<file path="src/rtl/aai_pkg.sv">
package aai_pkg;

  localparam logic [7:0] OPC_WREN = 8'h06;
  localparam logic [7:0] OPC_WRDI = 8'h04;
  localparam logic [7:0] OPC_RDSR = 8'h05;
  localparam logic [7:0] OPC_BP   = 8'h02;
  localparam logic [7:0] OPC_AAI  = 8'hAD;

  // Describes one chip-select frame for the byte emitter.
  typedef struct packed {
    logic [7:0] op;        // first byte of the frame
    logic       use_addr;  // address bytes follow the opcode
    logic [1:0] ndata;     // payload bytes after opcode/address (0..2)
    logic       poll;      // status read: one dummy byte follows
  } frame_t;

  typedef enum logic [1:0] {
    PH_IDLE,
    PH_OP,
    PH_ADDR,
    PH_DATA
  } phase_t;

  typedef enum logic [3:0] {
    S_IDLE,
    S_POLL,
    S_WREN,
    S_HEAD,
    S_WORD,
    S_WRDI,
    S_WREN2,
    S_TAIL,
    S_WRDI2,
    S_FIN
  } seq_t;

endpackage

</file>
<file path="src/rtl/aai_frame_tx.sv">
module aai_frame_tx
  import aai_pkg::*;
#(
  parameter int ADDR_BYTES = 3,
  parameter int BUSY_BIT   = 0,
  localparam int AW        = 8 * ADDR_BYTES,
  localparam int IW        = (ADDR_BYTES > 2) ? $clog2(ADDR_BYTES) : 1
) (
  input  logic          clk,
  input  logic          rst_n,
  input  logic          req,
  input  frame_t        desc,
  input  logic [AW-1:0] addr,
  output logic          spi_valid,
  input  logic          spi_ready,
  output logic [7:0]    spi_tx,
  output logic          spi_end,
  input  logic [7:0]    spi_rx,
  input  logic          din_valid,
  output logic          din_ready,
  input  logic [7:0]    din_byte,
  output logic          fdone,
  output logic          fbusy
);

  localparam logic [IW-1:0] LAST_A    = IW'(ADDR_BYTES - 1);
  localparam logic [7:0]    BUSY_MASK = 8'(1 << BUSY_BIT);

  phase_t        ph;
  logic [IW-1:0] idx;
  logic          in_read;   // second byte of a status frame
  logic          hs;
  logic [IW:0]   idx_p1;
  logic [7:0]    abyte [ADDR_BYTES];

  // Address bytes, most significant first.
  for (genvar g = 0; g < ADDR_BYTES; g++) begin : g_abyte
    assign abyte[g] = addr[AW-1-8*g -: 8];
  end

  assign idx_p1 = {1'b0, idx} + 1'b1;
  assign hs     = spi_valid && spi_ready;
  assign fdone  = hs && spi_end;
  assign fbusy  = |(spi_rx & BUSY_MASK);

  always_comb begin
    spi_valid = 1'b0;
    spi_tx    = 8'h00;
    spi_end   = 1'b0;
    din_ready = 1'b0;
    unique case (ph)
      PH_OP: begin
        spi_valid = 1'b1;
        spi_tx    = in_read ? 8'h00 : desc.op;
        spi_end   = in_read ||
                    (!desc.use_addr && desc.ndata == 2'd0 && !desc.poll);
      end
      PH_ADDR: begin
        spi_valid = 1'b1;
        spi_tx    = abyte[idx];
        spi_end   = (idx == LAST_A) && (desc.ndata == 2'd0);
      end
      PH_DATA: begin
        spi_valid = din_valid;
        spi_tx    = din_byte;
        din_ready = spi_ready;
        spi_end   = (idx_p1 == (IW+1)'(desc.ndata));
      end
      default: ;
    endcase
  end

  always_ff @(posedge clk or negedge rst_n) begin
    if (!rst_n) begin
      ph      <= PH_IDLE;
      idx     <= '0;
      in_read <= 1'b0;
    end else begin
      unique case (ph)
        PH_IDLE: begin
          if (req) begin
            ph      <= PH_OP;
            idx     <= '0;
            in_read <= 1'b0;
          end
        end
        PH_OP: begin
          if (hs) begin
            idx <= '0;
            if (spi_end) begin
              ph      <= PH_IDLE;
              in_read <= 1'b0;
            end else if (desc.poll) begin
              in_read <= 1'b1;
            end else if (desc.use_addr) begin
              ph <= PH_ADDR;
            end else begin
              ph <= PH_DATA;
            end
          end
        end
        PH_ADDR: begin
          if (hs) begin
            if (idx == LAST_A) begin
              idx <= '0;
              ph  <= spi_end ? PH_IDLE : PH_DATA;
            end else begin
              idx <= idx + 1'b1;
            end
          end
        end
        PH_DATA: begin
          if (hs) begin
            if (spi_end) begin
              ph  <= PH_IDLE;
              idx <= '0;
            end else begin
              idx <= idx + 1'b1;
            end
          end
        end
        default: ph <= PH_IDLE;
      endcase
    end
  end

endmodule

</file>
<file path="src/rtl/aai_poll_guard.sv">
module aai_poll_guard #(
  parameter int POLL_LIMIT = 4096,
  localparam int CW        = $clog2(POLL_LIMIT + 1)
) (
  input  logic clk,
  input  logic rst_n,
  input  logic clr,
  input  logic hit,
  output logic last_try
);

  logic [CW-1:0] cnt;

  assign last_try = (cnt == CW'(POLL_LIMIT - 1));

  always_ff @(posedge clk or negedge rst_n) begin
    if (!rst_n) begin
      cnt <= '0;
    end else if (clr) begin
      cnt <= '0;
    end else if (hit) begin
      cnt <= cnt + 1'b1;
    end
  end

endmodule

</file>
<file path="src/rtl/aai_cursor.sv">
module aai_cursor #(
  parameter int AW    = 24,
  parameter int LEN_W = 16
) (
  input  logic             clk,
  input  logic             rst_n,
  input  logic             load,
  input  logic [AW-1:0]    addr_in,
  input  logic [LEN_W-1:0] len_in,
  input  logic             adv1,
  input  logic             adv2,
  output logic [AW-1:0]    addr,
  output logic [LEN_W-1:0] rem,
  output logic             odd,
  output logic             rem_ge2,
  output logic             rem_gt2,
  output logic             rem_gt3,
  output logic             rem_one
);

  assign odd     = addr[0];
  assign rem_ge2 = rem >= LEN_W'(2);
  assign rem_gt2 = rem >  LEN_W'(2);
  assign rem_gt3 = rem >  LEN_W'(3);
  assign rem_one = rem == LEN_W'(1);

  always_ff @(posedge clk or negedge rst_n) begin
    if (!rst_n) begin
      addr <= '0;
      rem  <= '0;
    end else if (load) begin
      addr <= addr_in;
      rem  <= len_in;
    end else if (adv2) begin
      addr <= addr + AW'(2);
      rem  <= rem - LEN_W'(2);
    end else if (adv1) begin
      addr <= addr + AW'(1);
      rem  <= rem - LEN_W'(1);
    end
  end

endmodule

</file>
<file path="src/rtl/aai_word_prog.sv">
module aai_word_prog
  import aai_pkg::*;
#(
  parameter int ADDR_BYTES = 3,
  parameter int LEN_W      = 16,
  parameter int POLL_LIMIT = 4096,
  parameter int BUSY_BIT   = 0,
  localparam int AW        = 8 * ADDR_BYTES
) (
  input  logic             clk,
  input  logic             rst_n,
  input  logic             start,
  input  logic [AW-1:0]    start_addr,
  input  logic [LEN_W-1:0] length,
  input  logic             din_valid,
  output logic             din_ready,
  input  logic [7:0]       din_byte,
  output logic             spi_valid,
  input  logic             spi_ready,
  output logic [7:0]       spi_tx,
  output logic             spi_end,
  input  logic [7:0]       spi_rx,
  output logic             done,
  output logic             error,
  output logic [LEN_W-1:0] wr_count
);

  seq_t          state;
  seq_t          ret_q;       // where a finished status wait resumes
  logic          first_q;     // next word frame carries the address
  logic          err_q;
  frame_t        desc;
  logic          req;
  logic          fdone;
  logic          fbusy;
  logic          take;
  logic          g_clr;
  logic          g_hit;
  logic          last_try;
  logic          c_load;
  logic          c_adv1;
  logic          c_adv2;
  logic [AW-1:0] cur_addr;
  logic [LEN_W-1:0] rem;
  logic          odd;
  logic          rem_ge2;
  logic          rem_gt2;
  logic          rem_gt3;
  logic          rem_one;
  logic          accept;

  assign accept = (state == S_IDLE) && start;
  assign req    = (state != S_IDLE) && (state != S_FIN);
  assign take   = din_valid && din_ready;
  assign done   = (state == S_FIN);
  assign error  = (state == S_FIN) && err_q;

  // Frame descriptor for the current step.
  always_comb begin
    desc = '{op: OPC_WREN, use_addr: 1'b0, ndata: 2'd0, poll: 1'b0};
    unique case (state)
      S_POLL:          desc = '{op: OPC_RDSR, use_addr: 1'b0, ndata: 2'd0, poll: 1'b1};
      S_WREN, S_WREN2: desc = '{op: OPC_WREN, use_addr: 1'b0, ndata: 2'd0, poll: 1'b0};
      S_HEAD, S_TAIL:  desc = '{op: OPC_BP,   use_addr: 1'b1, ndata: 2'd1, poll: 1'b0};
      S_WORD:          desc = '{op: OPC_AAI,  use_addr: first_q, ndata: 2'd2, poll: 1'b0};
      S_WRDI, S_WRDI2: desc = '{op: OPC_WRDI, use_addr: 1'b0, ndata: 2'd0, poll: 1'b0};
      default: ;
    endcase
  end

  // Side effects that the cursor and guard take on frame completion.
  always_comb begin
    c_load = accept;
    c_adv1 = fdone && ((state == S_HEAD) || (state == S_TAIL));
    c_adv2 = fdone && (state == S_WORD);
    g_clr  = accept || (fdone && (state == S_POLL) && !fbusy);
    g_hit  = fdone && (state == S_POLL) && fbusy && !last_try;
  end

  always_ff @(posedge clk or negedge rst_n) begin
    if (!rst_n) begin
      state   <= S_IDLE;
      ret_q   <= S_IDLE;
      first_q <= 1'b0;
      err_q   <= 1'b0;
    end else begin
      unique case (state)
        S_IDLE: begin
          if (start) begin
            first_q <= 1'b1;
            err_q   <= 1'b0;
            ret_q   <= S_WREN;
            state   <= (length == '0) ? S_FIN : S_POLL;
          end
        end
        S_POLL: begin
          if (fdone) begin
            if (!fbusy) begin
              state <= ret_q;
            end else if (last_try) begin
              err_q <= 1'b1;
              state <= S_FIN;
            end
          end
        end
        S_WREN: begin
          if (fdone) begin
            if (odd)          state <= S_HEAD;
            else if (rem_ge2) state <= S_WORD;
            else              state <= S_WRDI;
          end
        end
        S_HEAD: begin
          if (fdone) begin
            state <= S_POLL;
            ret_q <= rem_gt2 ? S_WORD : S_WRDI;
          end
        end
        S_WORD: begin
          if (fdone) begin
            first_q <= 1'b0;
            state   <= S_POLL;
            ret_q   <= rem_gt3 ? S_WORD : S_WRDI;
          end
        end
        S_WRDI: begin
          if (fdone) begin
            state <= S_POLL;
            ret_q <= rem_one ? S_WREN2 : S_FIN;
          end
        end
        S_WREN2: if (fdone) state <= S_TAIL;
        S_TAIL: begin
          if (fdone) begin
            state <= S_POLL;
            ret_q <= S_WRDI2;
          end
        end
        S_WRDI2: if (fdone) state <= S_FIN;
        S_FIN:   state <= S_IDLE;
        default: state <= S_IDLE;
      endcase
    end
  end

  always_ff @(posedge clk or negedge rst_n) begin
    if (!rst_n) begin
      wr_count <= '0;
    end else if (accept) begin
      wr_count <= '0;
    end else if (take) begin
      wr_count <= wr_count + 1'b1;
    end
  end

  aai_cursor #(
    .AW    (AW),
    .LEN_W (LEN_W)
  ) u_cursor (
    .clk     (clk),
    .rst_n   (rst_n),
    .load    (c_load),
    .addr_in (start_addr),
    .len_in  (length),
    .adv1    (c_adv1),
    .adv2    (c_adv2),
    .addr    (cur_addr),
    .rem     (rem),
    .odd     (odd),
    .rem_ge2 (rem_ge2),
    .rem_gt2 (rem_gt2),
    .rem_gt3 (rem_gt3),
    .rem_one (rem_one)
  );

  aai_poll_guard #(
    .POLL_LIMIT (POLL_LIMIT)
  ) u_guard (
    .clk      (clk),
    .rst_n    (rst_n),
    .clr      (g_clr),
    .hit      (g_hit),
    .last_try (last_try)
  );

  aai_frame_tx #(
    .ADDR_BYTES (ADDR_BYTES),
    .BUSY_BIT   (BUSY_BIT)
  ) u_tx (
    .clk       (clk),
    .rst_n     (rst_n),
    .req       (req),
    .desc      (desc),
    .addr      (cur_addr),
    .spi_valid (spi_valid),
    .spi_ready (spi_ready),
    .spi_tx    (spi_tx),
    .spi_end   (spi_end),
    .spi_rx    (spi_rx),
    .din_valid (din_valid),
    .din_ready (din_ready),
    .din_byte  (din_byte),
    .fdone     (fdone),
    .fbusy     (fbusy)
  );

endmodule

</file>
<file path="config.mk">
export PLATFORM = sky130hd
export DESIGN_NAME = aai_word_prog
export DESIGN_NICKNAME = d
export VERILOG_FILES = /design/src/rtl/aai_pkg.sv /design/src/rtl/aai_frame_tx.sv /design/src/rtl/aai_poll_guard.sv /design/src/rtl/aai_cursor.sv /design/src/rtl/aai_word_prog.sv
export SDC_FILE = /design/constraint.sdc
export NUM_CORES = 1
export LEC_CHECK = 0
export ABC_CLOCK_PERIOD_IN_PS = 3700
export BUFFER_PORTS_ARGS = -buffer_cell sky130_fd_sc_hd__buf_2
export CORE_MARGIN = 2
export CORE_UTILIZATION = 58
export DETAILED_ROUTE_END_ITERATION = 6
export PLACE_DENSITY = 0.91
export SLEW_MARGIN = 20
export SYNTH_ARGS = -nofsm -noshare
export SYNTH_HDL_FRONTEND = slang
export SYNTH_SLANG_ARGS = --single-unit
</file>
<file path="constraint.sdc">
create_clock -name clk -period 3.7 [get_ports clk]
set_input_delay 0.185 -clock clk [delete_from_list [all_inputs] [get_ports clk]]
set_output_delay 0.185 -clock clk [all_outputs]
set_load 0.1 [all_outputs]
</file>
==> flow_summary.toml <==
[outcome]
status = "complete, no violations"

[worst_setup_path]
worstSetupStartpointType = "register"
arrival_ns = 3.21
path_class = "register to output pin"
worstReg2RegStart = "u_tx.idx[0]"
crit_path_max_fanout = 16
critical_path.cell_chain = "inv_1, ha_1, a2111oi_0, o21a_1, nor3_1, nor2_2, buf_2"
critPathMaxStageDelay_ns = 0.63
reg2reg_slack_ns = 0.42
rr_worst_depth = 9
required_ns = 3.51
worst_path_max_delay_cell = "dfrtp_1"
critical_path.endpoint_type = "output pin"
timing.rr.end = "u_cursor.addr[9]"

[final_layout]
n_fill_cell = 781
nNetsFinal = 817
layout_commonest_cell = "dfrtp_1"
multiInputGateArea_mm2 = 0.00339
layout_common_cells = "84 x dfrtp_1, 81 x buf_2, 71 x nand2_1, 67 x nor2_1, 36 x o21ai_0"
drive_above_1_share = 0.179
register_area_mm2 = 0.00210
fin_cells = 878
syn_to_final_growth_pct = 14.0

[synth]
avgSynthCellArea_um2 = 8.54
ys_async_sr_fraction = 1.00
synth_nets = 745
ys_warn_count = 0
seq_area_frac_synth = 0.369
syn-instance-count = 667
synth_cell_types = 65
ys_ff_latch = 84
synthesis.area_mm2 = 0.00569
ys.flop_type = "dfrtp_1"
synth_edf_count = 0

[detailed_routing]
wl_per_cell_um = 17.5
num_vias = 5604
routed_wl_mm = 15.3
dr.pass1.iters = 5
postRouteAntennaNets = 0
routed_via_density = 6.38
drc = 0
drt_iter0_markers = 550

[sta]
finalClockSkew_ns = 0.0113
post-route-period-util = 0.918
holdWs_ns = 0.0242
fmax_ghz = 0.295
maxSlewViolCount = 0
tightestPinTransition_ns = 0.904
finalSetupTns_ns = 0
layout_min_cycle_time_ns = 3.40
hold_viol = 0
relSlewSlack = 0.394
final-setup-viol-count = 0
worst_slack_ns = 0.305
rsz0062_at_grt = "false"

[power_and_ir_drop]
clkPwrFrac = 0.144
switching_power_mw = 2.60
power.share.sequential = 0.326
ir_worst_vdd_v = 0.00111
switching_share = 0.506
power_mw = 5.14
p_comb_frac = 0.530
powerDensity_mw_per_mm2 = 792
internal_power_mw = 2.54
p_leak_nw = 2.87

[cts]
cts_resized = 0
cts_root_buf = "clkbuf_8"
h-tree-depth = 3
cts_max_path_buffers = 2
cts_buffers = 9
ctsHoldBuffers = 0
clkTransAtPathRegs_ns = 0.08
cts_tree = "yes"
post-cts-setup-buffer-count = 0
cts.sinks = 84
clk_latency_ns = 0.36

[grt]
grt_overflow_total = 0
grt_pass1_vias = 5290
grt_use_total = 0.304
grt_max_degree = 85
grt_antenna_before_repair = 1
grt_pass1_wl_mm = 25.6

[floorplanning]
coreArea_mm2 = 0.00964
num_rows = 36
start_util = 0.591
io_pins = 90
die-area_mm2 = 0.0106
die_height_um = 103
die_w_um = 103

[worst_hold_path]
holdPathStages = 3
worstHoldPathType = "input port to register"
hold_path_end = "u_cursor.addr[6]"
hold_start = "start_addr[6]"

[place]
post-dp-hpwl_mm = 11.1
port_buffers = 82
gp_congestion = 0.948
dp_slack_ns = 0.517
dp.cells = 860

[flow_run]
maxCapViolCount = 0
metal layers:
metal	GRT usage	wire length, um	vias to the layer above
li1	-	-	2607
met1	0.416	6340	2666
met2	0.480	7180	281
met3	0.0637	1420	50
met4	0.110	389	0
met5	0	0	-
flip-flops by register name, summed over array words and instances, names as in the netlist:
name           flops
wr_count          16
ret_q              4
u_tx.ph            2
u_guard.cnt       13
u_cursor.addr     24
u_cursor.rem      16
err_q              1
state              4
u_tx.idx           2
u_tx.in_read       1
first_q            1
worst max-delay path, delay by kind of cell, from the launching register on:
family | cells | cell delay [ns]
AO/OA/AOI/OAI | 2 | 0.80
adder cells (fa/ha/maj) | 1 | 0.36
buffers and inverters | 2 | 0.68
flip-flops | 1 | 0.63
AND/OR/NAND/NOR | 2 | 0.38
per-stage QoR:
step | util | area (um^2)
after floorplan | - | 5700
after global placement | 0.648 | 6250
after detailed placement | 0.648 | 6250
after CTS | 0.672 | 6470
after global routing | 0.673 | 6490
final | 0.673 | 6490
Yosys cell counts, types with 6 or more instances:
master	count	share of area
a21oi_1	26	0.023
mux2_2	6	0.012
or3_1	8	0.0088
clkbuf_1	21	0.014
inv_1	17	0.011
mux2i_1	16	0.028
and3_1	25	0.027
nor3_1	21	0.018
a31oi_1	9	0.0099
or4_1	10	0.013
dfrtp_1	84	0.37
buf_2	10	0.0088
o311ai_0	11	0.017
o21ai_0	36	0.032
nand2b_1	10	0.011
nand2_1	71	0.047
nand3_1	34	0.030
a22oi_1	7	0.0092
a21o_1	7	0.0092
xor2_1	23	0.035
o21ai_1	6	0.0053
nor4_1	8	0.0088
nand4_1	9	0.0099
o211ai_1	19	0.025
xnor2_1	12	0.018
ha_1	17	0.037
nor2_1	69	0.045
power by group through the flow:
stage	combinational, mW	clock (mW)	sequential, mW
3_5_place_dp	2.68	0	1.66
3_3_place_gp	2.58	0	1.63
5_1_grt	2.98	0.791	1.72
2_1_floorplan	2.08	0	1.60
4_1_cts	2.70	0.751	1.65
6_report	2.72	0.742	1.67
logic make-up after synthesis:
logic type / count (synthesis) / synth area share
AOI/OAI and AO/OA: 168 / 0.210
xor gates and xnor gates: 35 / 0.0538
adders and majority gates: 17 / 0.0374
buffers and inverters: 54 / 0.0385
DFF: 84 / 0.369
muxes: 22 / 0.0400
and+or+nand+nor: 287 / 0.251
area by class of cell:
class                      instances  share of cell area
clock inverter                     6              0.0135
inverter                          17             0.00983
clock buffer                      10              0.0212
antenna                            1            0.000386
timing repair buffer              98              0.0831
multi-input combinational        529               0.522
sequential                        84               0.324
tap                              133              0.0256
how the worst max path moves through the flow:
stage | from | endpoint | slack, ns | cells after the start
CTS | u_tx.idx[0] | spi_end | 0.33 | 7
finish | u_tx.idx[0] | spi_end | 0.30 | 7
floorplan | u_tx.idx[1] | u_tx.ph[0] | 0.14 | 10
global route | u_tx.idx[0] | spi_end | 0.10 | 7
detailed placement | u_tx.idx[0] | u_cursor.addr[9] | 0.52 | 9
global placement | u_tx.idx[0] | u_cursor.addr[9] | 0.61 | 9
No activity file was read; power rests on OpenSTA's default activity.
